==> src/rtl/dcg_pkg.sv <==
package dcg_pkg;
  typedef enum logic [1:0] {
    CMD_ACT = 2'b00,
    CMD_PRE = 2'b01,
    CMD_RD  = 2'b10,
    CMD_WR  = 2'b11
  } cmd_e;
endpackage

==> src/rtl/dcg_sat_ctr.sv <==
// Saturating down-counter: loaded with span-1 on a trigger, counts to zero.
module dcg_sat_ctr #(
  parameter int W = 5
) (
  input  logic         clk,
  input  logic         rst,
  input  logic         load,
  input  logic [W-1:0] span,
  output logic         busy
);
  localparam logic [W-1:0] ONE = {{(W-1){1'b0}}, 1'b1};

  logic [W-1:0] cnt;

  always_ff @(posedge clk) begin
    if (rst)
      cnt <= '0;
    else if (load)
      cnt <= (span == '0) ? '0 : span - ONE;
    else if (cnt != '0)
      cnt <= cnt - ONE;
  end

  assign busy = (cnt != '0);

  // an idle counter stays idle unless reloaded
  p_idle_holds_r10: assert property (@(posedge clk) disable iff (rst)
    (!busy && !load) |=> !busy);

  // a short span never produces a busy cycle
  p_short_span_r10: assert property (@(posedge clk) disable iff (rst)
    (load && span <= ONE) |=> !busy);
endmodule

==> src/rtl/dcg_bank.sv <==
// Per-bank row state and same-bank spacing timers.
module dcg_bank #(
  parameter int TW = 5,
  parameter int RW = 13
) (
  input  logic          clk,
  input  logic          rst,
  input  logic          act_fire,
  input  logic          pre_fire,
  input  logic          wr_fire,
  input  logic [RW-1:0] row_i,
  input  logic [TW-1:0] t_rcd,
  input  logic [TW-1:0] t_rp,
  input  logic [TW-1:0] t_ras,
  input  logic [TW-1:0] t_rc,
  input  logic [TW-1:0] t_wr,
  output logic          open_o,
  output logic [RW-1:0] row_o,
  output logic          act_ok,
  output logic          pre_ok,
  output logic          col_ok
);
  logic rcd_busy, rp_busy, ras_busy, rc_busy, wr_busy;
  logic open_q;
  logic [RW-1:0] row_q;

  always_ff @(posedge clk) begin
    if (rst) begin
      open_q <= 1'b0;
      row_q  <= '0;
    end else if (act_fire) begin
      open_q <= 1'b1;
      row_q  <= row_i;
    end else if (pre_fire) begin
      open_q <= 1'b0;
    end
  end

  dcg_sat_ctr #(.W(TW)) u_rcd (.clk(clk), .rst(rst), .load(act_fire), .span(t_rcd), .busy(rcd_busy));
  dcg_sat_ctr #(.W(TW)) u_ras (.clk(clk), .rst(rst), .load(act_fire), .span(t_ras), .busy(ras_busy));
  dcg_sat_ctr #(.W(TW)) u_rc  (.clk(clk), .rst(rst), .load(act_fire), .span(t_rc),  .busy(rc_busy));
  dcg_sat_ctr #(.W(TW)) u_rp  (.clk(clk), .rst(rst), .load(pre_fire), .span(t_rp),  .busy(rp_busy));
  dcg_sat_ctr #(.W(TW)) u_wr  (.clk(clk), .rst(rst), .load(wr_fire),  .span(t_wr),  .busy(wr_busy));

  assign open_o = open_q;
  assign row_o  = row_q;
  assign act_ok = !open_q && !rp_busy && !rc_busy;
  assign pre_ok = !ras_busy && !wr_busy;
  assign col_ok = open_q && !rcd_busy;

  // an accepted activate opens the bank and captures its row
  p_act_opens_r3: assert property (@(posedge clk) disable iff (rst)
    act_fire |=> (open_q && row_q == $past(row_i)));

  // an accepted precharge leaves the bank closed
  p_pre_closes_r9: assert property (@(posedge clk) disable iff (rst)
    (pre_fire && !act_fire) |=> !open_q);

  // a column command cannot follow an activate too soon
  p_rcd_gap_r4: assert property (@(posedge clk) disable iff (rst)
    (act_fire && t_rcd > 1) |=> !col_ok);

  // write recovery holds off a precharge
  p_wr_gap_r6: assert property (@(posedge clk) disable iff (rst)
    (wr_fire && t_wr > 1) |=> !pre_ok);
endmodule

==> src/rtl/dram_cmd_gate.sv <==
module dram_cmd_gate
  import dcg_pkg::*;
#(
  parameter int NB = 4,
  parameter int RW = 13,
  parameter int TW = 5,
  localparam int BW = (NB > 1) ? $clog2(NB) : 1
) (
  input  logic          clk,
  input  logic          rst,
  input  logic          cmd_valid,
  input  logic [1:0]    cmd_type,
  input  logic [BW-1:0] bank,
  input  logic [RW-1:0] row,
  input  logic [TW-1:0] t_rcd,
  input  logic [TW-1:0] t_rp,
  input  logic [TW-1:0] t_ras,
  input  logic [TW-1:0] t_rc,
  input  logic [TW-1:0] t_rrd,
  input  logic [TW-1:0] t_wtr,
  input  logic [TW-1:0] t_wr,
  output logic          cmd_ready,
  output logic [NB-1:0] bank_open,
  output logic [RW-1:0] sel_row
);
  cmd_e op;
  assign op = cmd_e'(cmd_type);

  logic fire;
  assign fire = cmd_valid && cmd_ready;

  logic [NB-1:0] act_ok_v, pre_ok_v, col_ok_v, open_v;
  logic [RW-1:0] row_v [NB];

  for (genvar i = 0; i < NB; i++) begin : g_bank
    localparam logic [BW-1:0] IDX = BW'(i);
    logic hit;
    assign hit = fire && (bank == IDX);

    dcg_bank #(.TW(TW), .RW(RW)) u_bank (
      .clk     (clk),
      .rst     (rst),
      .act_fire(hit && op == CMD_ACT),
      .pre_fire(hit && op == CMD_PRE),
      .wr_fire (hit && op == CMD_WR),
      .row_i   (row),
      .t_rcd   (t_rcd),
      .t_rp    (t_rp),
      .t_ras   (t_ras),
      .t_rc    (t_rc),
      .t_wr    (t_wr),
      .open_o  (open_v[i]),
      .row_o   (row_v[i]),
      .act_ok  (act_ok_v[i]),
      .pre_ok  (pre_ok_v[i]),
      .col_ok  (col_ok_v[i])
    );
  end

  // Cross-bank timers
  logic rrd_busy, wtr_busy;
  logic [BW-1:0] last_act_q;

  dcg_sat_ctr #(.W(TW)) u_rrd (.clk(clk), .rst(rst), .load(fire && op == CMD_ACT), .span(t_rrd), .busy(rrd_busy));
  dcg_sat_ctr #(.W(TW)) u_wtr (.clk(clk), .rst(rst), .load(fire && op == CMD_WR),  .span(t_wtr), .busy(wtr_busy));

  always_ff @(posedge clk) begin
    if (rst)
      last_act_q <= '0;
    else if (fire && op == CMD_ACT)
      last_act_q <= bank;
  end

  always_comb begin
    unique case (op)
      CMD_ACT: cmd_ready = act_ok_v[bank] && (!rrd_busy || bank == last_act_q);
      CMD_PRE: cmd_ready = pre_ok_v[bank];
      CMD_RD:  cmd_ready = col_ok_v[bank] && !wtr_busy;
      CMD_WR:  cmd_ready = col_ok_v[bank];
      default: cmd_ready = 1'b0;
    endcase
  end

  assign bank_open = open_v;
  assign sel_row   = row_v[bank];

  // never ready to activate a bank whose row is open
  p_one_row_r3: assert property (@(posedge clk) disable iff (rst)
    (op == CMD_ACT && cmd_ready) |-> !bank_open[bank]);

  // column commands only to open banks
  p_col_open_r4: assert property (@(posedge clk) disable iff (rst)
    ((op == CMD_RD || op == CMD_WR) && cmd_ready) |-> bank_open[bank]);

  // a write holds off the next read
  p_wtr_gap_r8: assert property (@(posedge clk) disable iff (rst)
    (fire && op == CMD_WR && t_wtr > 1) |=> !(op == CMD_RD && cmd_ready));

  // cross-bank activate spacing
  p_rrd_gap_r7: assert property (@(posedge clk) disable iff (rst)
    (fire && op == CMD_ACT && t_rrd > 1) |=>
      !(op == CMD_ACT && cmd_ready && bank != $past(bank)));
endmodule

==> config.mk <==
export PLATFORM = sky130hd
export DESIGN_NAME = dram_cmd_gate
export DESIGN_NICKNAME = d
export VERILOG_FILES = /design/src/rtl/dcg_pkg.sv /design/src/rtl/dcg_sat_ctr.sv /design/src/rtl/dcg_bank.sv /design/src/rtl/dram_cmd_gate.sv
export SDC_FILE = /design/constraint.sdc
export NUM_CORES = 1
export LEC_CHECK = 0
export BUFFER_PORTS_ARGS = -buffer_cell sky130_fd_sc_hd__buf_2
export CORE_MARGIN = 10
export CORE_UTILIZATION = 55
export CTS_CLUSTER_SIZE = 30
export DETAILED_ROUTE_END_ITERATION = 8
export PLACE_DENSITY = 0.77
export SLEW_MARGIN = 40
export SYNTH_ARGS = -nofsm -noshare
export SYNTH_HDL_FRONTEND = slang
export SYNTH_SLANG_ARGS = --single-unit
==> constraint.sdc <==
create_clock -name clk -period 2.6 [get_ports clk]
set_clock_uncertainty 0.2 [all_clocks]
set_input_delay 0.39 -clock clk [delete_from_list [all_inputs] [get_ports clk]]
set_output_delay 0.39 -clock clk [all_outputs]
set_load 0.02 [all_outputs]
Word-level counts from Yosys, hierarchy flattened
Index checks and enable logic that the tools add are counted.

Register bits after elaboration: 168. Input port bits: 55. Output and inout bits: 18. Word-level logic and storage cells: 260.

Add/sub/neg operators: 29. $lt $le $gt $ge: 2. Equal/unequal tests: 7. Multiplexer cells: 69. Bitwise operators: 1. Reductions and logical operators: 121.

Operators with widths (number): $mux W5 (51); $sub A5 B1 Y5 const B (29); $reduce_bool A5 Y1 (22); $reduce_bool A2 Y1 (26); $logic_and A1 B1 Y1 (37); $logic_not A5 Y1 (7); $bmux W13 S2 (1); $logic_not A1 Y1 (26); $mux W13 (2); $mux W1 (11); $eq A2 B2 Y1 const B (4); $bmux W1 S2 (3); $eq A2 B1 Y1 const B (2); $logic_not A2 Y1 (2); $pmux W1 S4 (1); $ge A3 B3 Y1 const B (1); $lt A2 B3 Y1 const B (1); $not A2 Y3 (1); $eq A2 B2 Y1 (1); $logic_or A1 B1 Y1 (1).

Logic depth before layout (Yosys ltp)
Depth after elaboration: 13. Depth in mapped cells: 11. Depth with buffers taken out: 9.

Modules after synthesis
From an unflattened synthesis, not the netlist that was laid out.

Cells, all modules: 1119. Area, all modules: 9899.5 um2.

Modules (own cells, without submodules): dcg_sat_ctr at g_bank[0].u_bank.u_ras ... (times used 21, cells an instance 39, area each 322.8 um2, sequential area each 100.1 um2); dcg_bank (times used 4, cells an instance 49, area each 525.5 um2, sequential area each 280.3 um2); dram_cmd_gate (times used 1, cells an instance 65, area each 680.7 um2, sequential area each 40.0 um2); dcg_sat_ctr at u_wtr (times used 1, cells an instance 39, area each 337.8 um2, sequential area each 100.1 um2).

Worst setup path after synthesis
No wires, ideal clock.

Path kind: register to register. From: register g_bank[1].u_bank.u_wr.cnt[0]. To: register g_bank[2].u_bank.u_wr.cnt[2]. Setup time: 0.121 ns. Arrival: 2.368 ns. Required time: 2.279 ns. Setup slack: -0.089 ns. Cell stages (with the launch flop): 11. Buffers on the path: 1. Period minus slack after synthesis: 2.689 ns. Cell sequence: dfxtp_1 inv_1 ha_1 nor4b_4 a21oi_2 nor4b_4 a22o_1 buf_4 nor2_2 nor3_2 mux2_2.

Cells in the longest elaborated chain, start to end: 10. Elaborated cells on any way between the ends: 11. Those cells by class: mux (4); reduce/logical (7).

Ends and longest elaborated chain: start, declared (line dcg_sat_ctr.sv:13) `logic [W-1:0] cnt;`; start signal, assigned (line dcg_sat_ctr.sv:19) `cnt <= (span == '0) ? '0 : span - ONE;`; start signal, assigned (line dcg_sat_ctr.sv:21) `cnt <= cnt - ONE;`; $reduce_bool A5 Y1 (*) (line dcg_sat_ctr.sv:24) `assign busy = (cnt != '0);`; $logic_not A1 Y1 (*) (line dcg_bank.sv:48) `assign pre_ok = !ras_busy && !wr_busy;`; $logic_and A1 B1 Y1 (*) (line dcg_bank.sv:48); $bmux W1 S2 (*) (line dram_cmd_gate.sv:77) `CMD_PRE: cmd_ready = pre_ok_v[bank];`; $mux W1 (implied by the code) (*) (line dram_cmd_gate.sv:77); $pmux W1 S4 (*) (line dram_cmd_gate.sv:75) `unique case (op)`; $logic_and A1 B1 Y1 (*) (line dram_cmd_gate.sv:30) `assign fire = cmd_valid && cmd_ready;`; $logic_and A1 B1 Y1 (*) (line dram_cmd_gate.sv:38) `assign hit = fire && (bank == IDX);`; $logic_and A1 B1 Y1 (*) (line dram_cmd_gate.sv:45) `.wr_fire (hit && op == CMD_WR),`; $mux W5 or $reduce_bool A2 Y1 (tied branches); end signal, assigned (line dcg_sat_ctr.sv:19); end signal, assigned (line dcg_sat_ctr.sv:21); end, declared (line dcg_sat_ctr.sv:13).

Mark *: on every way between the ends. The rest lies on a longest branch, timed or not. The select of a mux whose other input is x is not followed. A chain may end at the register's enable or synchronous reset.

Worst setup path after layout
From: register g_bank[3].u_bank.u_rcd.cnt[0]. To: register g_bank[3].u_bank.u_ras.cnt[4].

Cells in the longest elaborated chain, start to end: 11. Elaborated cells on any way between the ends: 12. Those cells by class: mux (4); reduce/logical (8).

Ends and longest elaborated chain: start, declared (line dcg_sat_ctr.sv:13); start signal, assigned (line dcg_sat_ctr.sv:19); start signal, assigned (line dcg_sat_ctr.sv:21); $reduce_bool A5 Y1 (*) (line dcg_sat_ctr.sv:24); $logic_not A1 Y1 (*) (line dcg_bank.sv:49) `assign col_ok = open_q && !rcd_busy;`; $logic_and A1 B1 Y1 (*) (line dcg_bank.sv:49); $bmux W1 S2 (*) (line dram_cmd_gate.sv:78, dram_cmd_gate.sv:79); $mux W1 (implied by the code) (*) (line dram_cmd_gate.sv:78, dram_cmd_gate.sv:79); $logic_and A1 B1 Y1 (line dram_cmd_gate.sv:78) `CMD_RD: cmd_ready = col_ok_v[bank] && !wtr_busy;`; $pmux W1 S4 (*) (line dram_cmd_gate.sv:75); $logic_and A1 B1 Y1 (*) (line dram_cmd_gate.sv:30); $logic_and A1 B1 Y1 (*) (line dram_cmd_gate.sv:38); $logic_and A1 B1 Y1 (*) (line dram_cmd_gate.sv:43) `.act_fire(hit && op == CMD_ACT),`; $mux W5 or $reduce_bool A2 Y1 (tied branches); end signal, assigned (line dcg_sat_ctr.sv:19); end signal, assigned (line dcg_sat_ctr.sv:21); end, declared (line dcg_sat_ctr.sv:13).

Marked as above.

==> metrics <==
top post-synthesis cells by count=240 x nand2_1, 168 x dfxtp_1, 136 x a21oi_1; Final Cycle Share=140%; global-route wire length before repair=between 50 and 60 mm; total core area=about 0.017 mm^2; Synth cell types=56; clock-pin slew on the worst setup and hold paths=80 ps; initial drt markers=1567; Inserted Clock Buffers=17; Total Routing Usage GR=28.8%; post-DP HPWL=around 18 mm; final WL=roughly 45 mm; Syn-to-layout area delta=47.6%; critical path capture point type=register; failing checks=setup timing; drt drc=0; number of port buffers=72; Most used DFF post-synth=dfxtp_1; unrepaired setup endpoints after global routing=true; mapped cell area=roughly 0.0097 mm^2; clock tree buffer depth=2; gpl congestion=approximately 0.88; EDFF count, synth=0; Max H-tree Level=4; Worst-Skew Late Latency=around 450 ps; count leader, synth=nand2_1; worst endpoint required time=between 2000 and 3000 ps; Leak=5.97 nW; final setup violation count=roughly 170; pre-CTS setup slack=-268 ps; CTS tree=done; max-slew violations=0; Mapped Cells=1185; Hold Vio Cnt, Final=0; relative slew slack=roughly a fifth; Mapped Nets=1290; Critical Path Source Type=register; die width=153 um; row cnt=48; peak supply drop=about 0.77 mV; clk sink count=~170; I/O pin cnt=73; number of global-route vias before repair=10700; Async SR Flop Fraction=0%; max cap viols=0; # fillers=between 800 and 900; Syn Area/Cell=8.20 um^2; Design Power=around 0.017 W; top cell type's share of synthesized area=roughly a third; post-DR wirelength/cell=26.4 um; starting density of the core=between 50% and 60%; hold_ws=39.2 ps; initial antenna violation count=3; kind of critical path=reg -> reg; Setup TNS=-101380 ps; gr ovfl total=0; first-pass iteration count of the detailed router=7; Die Y=between 150 and 200 um; final net count=around 1600; final worst slack=-1050 ps; DR vias/cell=6.65; #FFs+latches synth=between 150 and 200; die area=between 0.02 and 0.025 mm^2; outcome=complete, but fails checks; P per Cell Area=between 1000 and 1500 mW/mm^2; cell taking the most area after synthesis=dfxtp_1; share of cells above drive strength 1=roughly half; Worst Max-Slew Pin Slew=roughly 1200 ps; Seq/Total Area, Yosys=around 35%; CP arrival=around 3800 ps; Yosys warnings=0; root buffer cell=clkbuf_16; Tmin final=between 3000 and 4000 ps; largest net degree at the start of global routing=between 60 and 70; Via Count=~11000; path type of the worst min-delay path=in -> reg; Synth area leaders=dfxtp_1 35%, nand2_1 9.3%, a21oi_1 7.0%, ha_1 6.4%, xnor2_1 5.2%; Post-DRT Antenna Nets=0; FMAX=~0.27 GHz; crit-path max FO=7
==> per-layer routing <==
| metal | share of wire, % | vias to the layer above | track usage [%] |
|---|---|---|---|
| met3 | 13 | 392 | 6.68 |
| met2 | 45 | 1039 | 48.3 |
| li1 | - | 4634 | - |
| met4 | 9.5 | 4 | 17.1 |
| met1 | 33 | 5211 | 32.7 |
| met5 | 0.040 | - | 0 |
==> path summary, 6_finish.rpt <==
| check | start | to | slack [ps] | cells after the start |
|---|---|---|---|---|
| max | g_bank[3].u_bank.u_rcd.cnt[0]$_SDFFE_PP0P_ | g_bank[3].u_bank.u_ras.cnt[4]$_SDFFE_PP0P_ | -1050 | 12 |
| max reg2reg | g_bank[3].u_bank.u_rcd.cnt[0]$_SDFFE_PP0P_ | g_bank[3].u_bank.u_ras.cnt[4]$_SDFFE_PP0P_ | -1050 | 12 |
| min reg2reg | g_bank[3].u_bank.row_o[0]$_SDFFE_PP0P_ | g_bank[3].u_bank.row_o[0]$_SDFFE_PP0P_ | 280 | 2 |
| min | t_wtr[0] | u_wtr.cnt[0]$_SDFFE_PP0P_ | 40 | 4 |
==> kinds of logic after synthesis <==
kind of cell,synth area share (%)
adder cells (fa/ha/maj),6.44
XOR/XNOR,5.77
AO/OA/AOI/OAI,16.4
flip-flops,34.6
buffers and inverters,5.70
multiplexers,5.34
AND/OR/NAND/NOR,25.8
==> final cells by class <==
type	instances	area [um^2]	area share [%]
clock buffer	17	425	2.97
antenna	1	2.50	0.0174
timing repair buffer	311	2630	18.3
multi-input combinational	893	7190	50.1
tap	225	282	1.96
inverter	65	246	1.72
clock inverter	15	180	1.26
sequential	168	3390	23.6
==> stage by stage <==
stage          utilization (%)  cells  area [um^2]
2_1_floorplan                -   1185         9810
3_3_place_gp              66.6   1589        11500
3_5_place_dp              66.6   1589        11500
4_1_cts                   77.5   1665        13400
5_1_grt                   82.9   1695        14300
6_report                  82.9   1695        14300
==> worst max-delay path, stage by stage (launching register included) <==
cell and delay (ps):
dfxtp_2 320, inv_1 90, ha_2 190, nor4b_4 290, nand3_1 390, o211ai_4 280, buf_4 180, a22oi_4 130
a2111oi_4 740, buf_6 240, buf_6 190, a211oi_1 70, a211oi_1 210
==> power by group <==
group	internal (W)	switching (W)	leakage (nW)
sequential	0.00338	0.000923	1.38
clock	0.00130	0.00130	0.292
combinational	0.00491	0.00517	4.29
total	0.00959	0.00739	5.97
==> placed cells by master (no fill, tap or decap), types with 13 or more instances in the layout <==
cell type    n
o21ai_0     18
or3_1       14
a21oi_2     91
xnor2_1     58
nor3_1      66
buf_2       71
o21ai_1     18
clkbuf_16   20
dfxtp_2     22
inv_2       18
nand2_4     48
buf_12      17
o31ai_1     14
dfxtp_1    146
nand3_1     16
inv_1       46
nand2_2     56
buf_4      187
mux4_2      13
ha_1        32
buf_6       22
nor4b_4     19
nand2_1    136
nor2_1      81
a21oi_1     43
==> timing repair <==
action,4_1_cts,5_1_grt
endpoints found under the hold margin,1,0
gates resized for setup,218,230
buffers inserted,31,31
cloned,13,7
pin swaps,140,86
hold buffers,1,0
endpoints found under the setup margin,164,168
==> state kept, by name, summed over array words and instances, names as in the netlist <==
| signal | count |
|---|---|
| g_bank.u_bank.row_o | 52 |
| g_bank.u_bank.u_ras.cnt | 20 |
| g_bank.u_bank.u_rc.cnt | 20 |
| g_bank.u_bank.u_rcd.cnt | 20 |
| g_bank.u_bank.u_rp.cnt | 20 |
| g_bank.u_bank.u_wr.cnt | 20 |
| u_rrd.cnt | 5 |
| u_wtr.cnt | 5 |
| g_bank.u_bank.open_o | 4 |
| last_act_q | 2 |
Power figures use the tool's default switching activity.
